File: src/rtl/strap_pkg.sv
package strap_pkg;
  localparam int CODE_W = 3;

  typedef enum logic [CODE_W-1:0] {
    FREQ_100    = 3'd0,
    FREQ_133    = 3'd1,
    FREQ_200    = 3'd2,
    FREQ_266    = 3'd3,
    TEST_HIZ    = 3'd4,
    TEST_REFDIV = 3'd5,
    FREQ_RSVD   = 3'd6,
    FREQ_NONE   = 3'd7
  } freqCode_e;

  typedef struct packed {
    logic captureStb;   // load every strap this edge
    logic resampleStb;  // test mode: reload FS_B only
  } strapCtrl_t;
endpackage

File: src/rtl/strap_ctrl.sv
module strap_ctrl
  import strap_pkg::*;
#(
  parameter int SYNC_STAGES = 2
) (
  input  logic       clk,
  input  logic       rstN,
  input  logic       pgPin,
  input  logic       testMode,
  output strapCtrl_t ctrl,
  output logic       captured,
  output logic       pwrDown
);
  logic [SYNC_STAGES-1:0] syncChain;
  logic pinSync;

  generate
    for (genvar i = 0; i < SYNC_STAGES; i++) begin : g_sync
      always_ff @(posedge clk or negedge rstN) begin
        if (!rstN) syncChain[i] <= 1'b1;
        else if (i == 0) syncChain[i] <= pgPin;
        else syncChain[i] <= syncChain[(i > 0) ? i-1 : 0];
      end
    end
  endgenerate

  assign pinSync = syncChain[SYNC_STAGES-1];

  always_comb begin
    ctrl.captureStb  = !captured && !pinSync;
    ctrl.resampleStb = captured && testMode && !pinSync;
  end

  always_ff @(posedge clk or negedge rstN) begin
    if (!rstN) captured <= 1'b0;
    else if (ctrl.captureStb) captured <= 1'b1;
  end

  assign pwrDown = captured && !testMode && pinSync;


  sticky_capture_chk: assert property (@(posedge clk) disable iff (!rstN)
    captured |=> captured);

  capture_on_low_chk: assert property (@(posedge clk) disable iff (!rstN)
    $rose(captured) |-> !$past(pinSync));

  single_capture_chk: assert property (@(posedge clk) disable iff (!rstN)
    captured |-> !ctrl.captureStb);

  no_pd_in_test_chk: assert property (@(posedge clk) disable iff (!rstN)
    testMode |-> !pwrDown);
endmodule

File: src/rtl/strap_datapath.sv
module strap_datapath
  import strap_pkg::*;
(
  input  logic              clk,
  input  logic              rstN,
  input  strapCtrl_t        ctrl,
  input  logic              captured,
  input  logic              fsA,
  input  logic              fsB,
  input  logic              fsCMid,
  input  logic              fsCHigh,
  input  logic              itpEn,
  output logic [CODE_W-1:0] freqCode,
  output logic              testMode,
  output logic              testRefDiv,
  output logic              routeCpu2,
  output logic [2:0]        fsReadback
);
  logic aReg, bReg, cMidReg, cHighReg, itpReg;
  freqCode_e codeNext;

  always_ff @(posedge clk or negedge rstN) begin
    if (!rstN) begin
      {aReg, bReg, cMidReg, cHighReg, itpReg} <= '0;
    end else if (ctrl.captureStb) begin
      aReg     <= fsA;
      bReg     <= fsB;
      cMidReg  <= fsCMid;
      cHighReg <= fsCHigh;
      itpReg   <= itpEn;
    end else if (ctrl.resampleStb) begin
      bReg <= fsB;
    end
  end

  always_comb begin
    if (!captured)      codeNext = FREQ_NONE;
    else if (cHighReg)  codeNext = bReg ? TEST_REFDIV : TEST_HIZ;
    else if (cMidReg) begin
      unique case ({bReg, aReg})
        2'b01:   codeNext = FREQ_100;
        2'b00:   codeNext = FREQ_133;
        2'b10:   codeNext = FREQ_200;
        default: codeNext = FREQ_266;
      endcase
    end else            codeNext = FREQ_RSVD;
  end

  assign freqCode   = codeNext;
  assign testMode   = captured && cHighReg;
  assign testRefDiv = testMode && bReg;
  assign routeCpu2  = itpReg;
  assign fsReadback = {cHighReg, bReg, aReg};


  frozen_normal_chk: assert property (@(posedge clk) disable iff (!rstN)
    (captured && !testMode) |=> ($stable(fsReadback) && $stable(freqCode)));

  route_frozen_chk: assert property (@(posedge clk) disable iff (!rstN)
    captured |=> $stable(routeCpu2));

  test_sticky_chk: assert property (@(posedge clk) disable iff (!rstN)
    testMode |=> testMode);
endmodule

File: src/rtl/strap_capture_top.sv
module strap_capture_top
  import strap_pkg::*;
#(
  parameter int SYNC_STAGES = 2
) (
  input  logic       clk,
  input  logic       rstN,
  input  logic       pgPin,
  input  logic       fsA,
  input  logic       fsB,
  input  logic       fsCMid,
  input  logic       fsCHigh,
  input  logic       itpEn,
  output logic       captured,
  output logic [2:0] freqCode,
  output logic       testMode,
  output logic       testRefDiv,
  output logic       routeCpu2,
  output logic       pwrDown,
  output logic [2:0] fsReadback
);
  strapCtrl_t ctrl;

  strap_ctrl #(.SYNC_STAGES(SYNC_STAGES)) u_ctrl (
    .clk(clk), .rstN(rstN), .pgPin(pgPin), .testMode(testMode),
    .ctrl(ctrl), .captured(captured), .pwrDown(pwrDown)
  );

  strap_datapath u_dp (
    .clk(clk), .rstN(rstN), .ctrl(ctrl), .captured(captured),
    .fsA(fsA), .fsB(fsB), .fsCMid(fsCMid), .fsCHigh(fsCHigh), .itpEn(itpEn),
    .freqCode(freqCode), .testMode(testMode), .testRefDiv(testRefDiv),
    .routeCpu2(routeCpu2), .fsReadback(fsReadback)
  );
endmodule

File: config.mk
export PLATFORM = sky130hd
export DESIGN_NAME = strap_capture_top
export DESIGN_NICKNAME = d
export VERILOG_FILES = /design/src/rtl/strap_pkg.sv /design/src/rtl/strap_ctrl.sv /design/src/rtl/strap_datapath.sv /design/src/rtl/strap_capture_top.sv
export SDC_FILE = /design/constraint.sdc
export NUM_CORES = 1
export LEC_CHECK = 0
export BUFFER_PORTS_ARGS = -buffer_cell sky130_fd_sc_hd__buf_4
export CORE_AREA = 2 2 39 41
export CTS_BUF_LIST = sky130_fd_sc_hd__clkbuf_8
export DETAILED_ROUTE_END_ITERATION = 12
export DIE_AREA = 0 0 41 43
export GPL_TIMING_DRIVEN = 0
export PLACE_DENSITY = 0.55
export SYNTH_ARGS = -nofsm -noshare
export SYNTH_HDL_FRONTEND = slang
export SYNTH_SLANG_ARGS = --single-unit
File: constraint.sdc
create_clock -name clk -period 1.2 [get_ports clk]
set_input_delay 0.12 -clock clk [delete_from_list [all_inputs] [get_ports clk]]
set_output_delay 0.12 -clock clk [all_outputs]
set_load 0.05 [all_outputs]
==> impl_metrics.yaml <==
drt:
  avgRoutedWirePerCell_um: 10.3
  first_pass_iters: 1
  top_layer_used: "met3"
  wl_met3_um: 48
  vias_per_cell: 4.23
  drc: 0
  wl_met2_um: 442
  routed_wl_um: 802
  m1WireLength_um: 311
  num_vias: 330
  ant_nets: 0
  drtIter0Drc: 0
timing:
  fmax_mhz: 724
  min_period_over_period: 1.15
  finalSetupTns_ps: -554
  setup_slack_ps: -180
  rsz0062_at_grt: "true"
  setup_viol: 8
  period_needed_ps: 1380
  slew_violations: 0
  hold_ws_ps: 115
  hold_viol_final: 0
  worst_pin_slew_ps: 163
  relSlewSlack: 0.891
  final.setup_skew_ps: 6.18
synth:
  synth_top_area_share: 0.382
  synth_common_cells: "dfrtp_1, buf_4, mux2_2, o21ai_0"
  yosys_warnings: 0
  ys.flop_type: "dfrtp_1"
  yosysMostFrequentCell: "dfrtp_1"
  synth_enable_flop_cells: 0
  synth_fp_nets: 43
  synth_top_area_cell: "dfrtp_1"
  synthCells: 33
  avgSynthCellArea_um2: 11.9
  ys_top_cells_by_area: "dfrtp_1, dfstp_2, mux2_2"
  ys_types: 18
  yosysSeqAreaShare: 0.516
  netlist_area_um2: 393
  yosys_register_bits: 8
  ys_async_sr_fraction: 1.00
hold_path:
  hp-class: "input pin to flip-flop"
  min_from: "fsA"
  hold_depth: 3
  min_to: "u_dp.aReg"
clock_network:
  clock_latency_ps: 230
  cts_buffers: 3
  cts_tree: "built"
  root_buffer: "clkbuf_8"
  h-tree-depth: 1
  clock-sinks: 8
  cts_buffer_depth: 2
  clk_pin_slew_ps: 40
floorplan:
  num_io_pins: 19
  die_width_um: 41
  placementRows: 14
  core-area_um2: 1380
  dieArea_um2: 1760
  start_util: 0.284
  die_y_um: 43
pwr:
  p_sw_uw: 267
  seqPwrFrac: 0.340
  power.share.clock: 0.350
  switching_share: 0.293
  power.total_uw: 912
  vdd_drop_max_mv: 0.664
  power.internal_uw: 645
  power_frac_comb: 0.310
  p_per_area_nw_per_um2: 1200
  power.leakage_uw: 0.000359
final_layout:
  multi_input_area_um2: 215
  final_area_um2: 761
  diodes: 0
  regArea_um2: 209
  area_growth_pct: 93.6
  fillerInstances: 136
  utilization: 0.550
  drive_gt1_frac: 0.806
  nNetsFinal: 73
setup_path:
  rr_endpoint: "u_dp.cMidReg"
  r2r_slack_ps: -60
  ff2ff_path_depth: 3
  worstSetupStartpointType: "flip-flop"
  end_kind: "output port"
  worstSetupStartpoint: "u_dp.bReg"
  arrival_ps: 1260
  cp.required_ps: 1080
  path_max_fanout: 3
  critPathKind: "flip-flop to output port"
  timing.rr.start: "u_ctrl.captured"
run_status:
  run_status: "finished with violations"
  violations: "negative setup slack"
global_route:
  grt_overflow_total: 0
  first_global_vias: 345
  track_usage: 0.114
  grt_pass1_wl_um: 1350
  antenna_found_initial: 0
  grt_max_degree: 9
run:
  drv_cap: 0
placed_design:
  dpl-instance-area_um2: 572
  gp_congestion: 0.606
  port_buffers: 18
  hpwl_um: 543
==> sequential cells by signal (all words and copies together), names as in the netlist <==
register and count:
u_dp.routeCpu2 1, u_ctrl.captured 1, u_ctrl.syncChain 1, u_dp.cHighReg 1, u_dp.aReg 1, u_dp.bReg 1
u_dp.cMidReg 1, u_ctrl.pinSync 1
==> critical path: stages, from the launching register on <==
cell and delay, ps:
dfrtp_2 430, ha_4 270, a21oi_2 50, o21ai_2 120, buf_6 170
==> routing by layer <==
metal | vias up | global-route usage
met1 | 153 | 0.127
li1 | 163 | -
met3 | 0 | 0.0157
met4 | 0 | 0.0800
met2 | 14 | 0.184
met5 | - | 0
==> power groups by stage <==
stage | logic [uW] | clock network (uW) | registers, uW
floorplan | 148 | 0 | 314
global placement | 220 | 0 | 314
detailed placement | 220 | 0 | 314
CTS | 279 | 338 | 310
global route | 299 | 358 | 312
finish | 283 | 319 | 310
==> worst max path at each step <==
| stage | endpoint | slack, ps | depth (start not counted) |
|---|---|---|---|
| after floorplan | freqCode[0] | -120 | 3 |
| after global placement | freqCode[0] | -90 | 4 |
| after detailed placement | freqCode[0] | -80 | 4 |
| after CTS | freqCode[0] | -200 | 4 |
| after global routing | freqCode[0] | -240 | 5 |
| final | freqCode[0] | -180 | 4 |
==> cell type report <==
cell class                      instances  area share
Tap cell                               16      0.0263
Clock inverter                          1     0.00493
Clock buffer                            3      0.0543
Sequential cell                         8       0.275
Timing Repair Buffer                   25       0.317
Inverter                                1     0.00493
Multi-Input combinational cell         21       0.283
Buffer                                  3      0.0345
==> cells by family (layout without fill, tap and decap cells) <==
logic type / after synthesis / in the layout / synth area share
fa+ha+maj: 2 / 2 / 0.0637
simple gates: 11 / 11 / 0.178
flops: 8 / 8 / 0.516
compound gates: 4 / 4 / 0.0509
buf+inv: 4 / 33 / 0.0669
mux: 4 / 4 / 0.124
==> through the flow <==
stage / worst slack (ps) / cells
floorplan: -124 / 33
global placement: -86.2 / 67
detailed placement: -84.9 / 67
CTS: -197 / 77
global route: -243 / 78
finish: -180 / 78
==> layout by cell type, fill, tap and decap left out, types with 2 or more instances in the layout <==
master / Yosys / routed
buf_4: 3 / 15
buf_6: 0 / 8
mux2_4: 1 / 3
clkbuf_8: 0 / 3
buf_8: 0 / 3
dfrtp_1: 6 / 3
o21ai_2: 0 / 2
and2_4: 0 / 2
dlygate4sd3_1: 0 / 2
dfstp_2: 2 / 2
dfrtp_2: 0 / 2
==> repair_timing <==
| action | 4_1_cts | 5_1_grt |
|---|---|---|
| pin swaps | 1 | 2 |
| setup endpoints to repair | 8 | 11 |
| gates resized for setup | 19 | 4 |
| setup buffers | 4 | 1 |
| endpoints found under the hold margin | 9 | 0 |
| hold buffers | 2 | 0 |
Note: power is estimated with default switching activity, not from simulation.
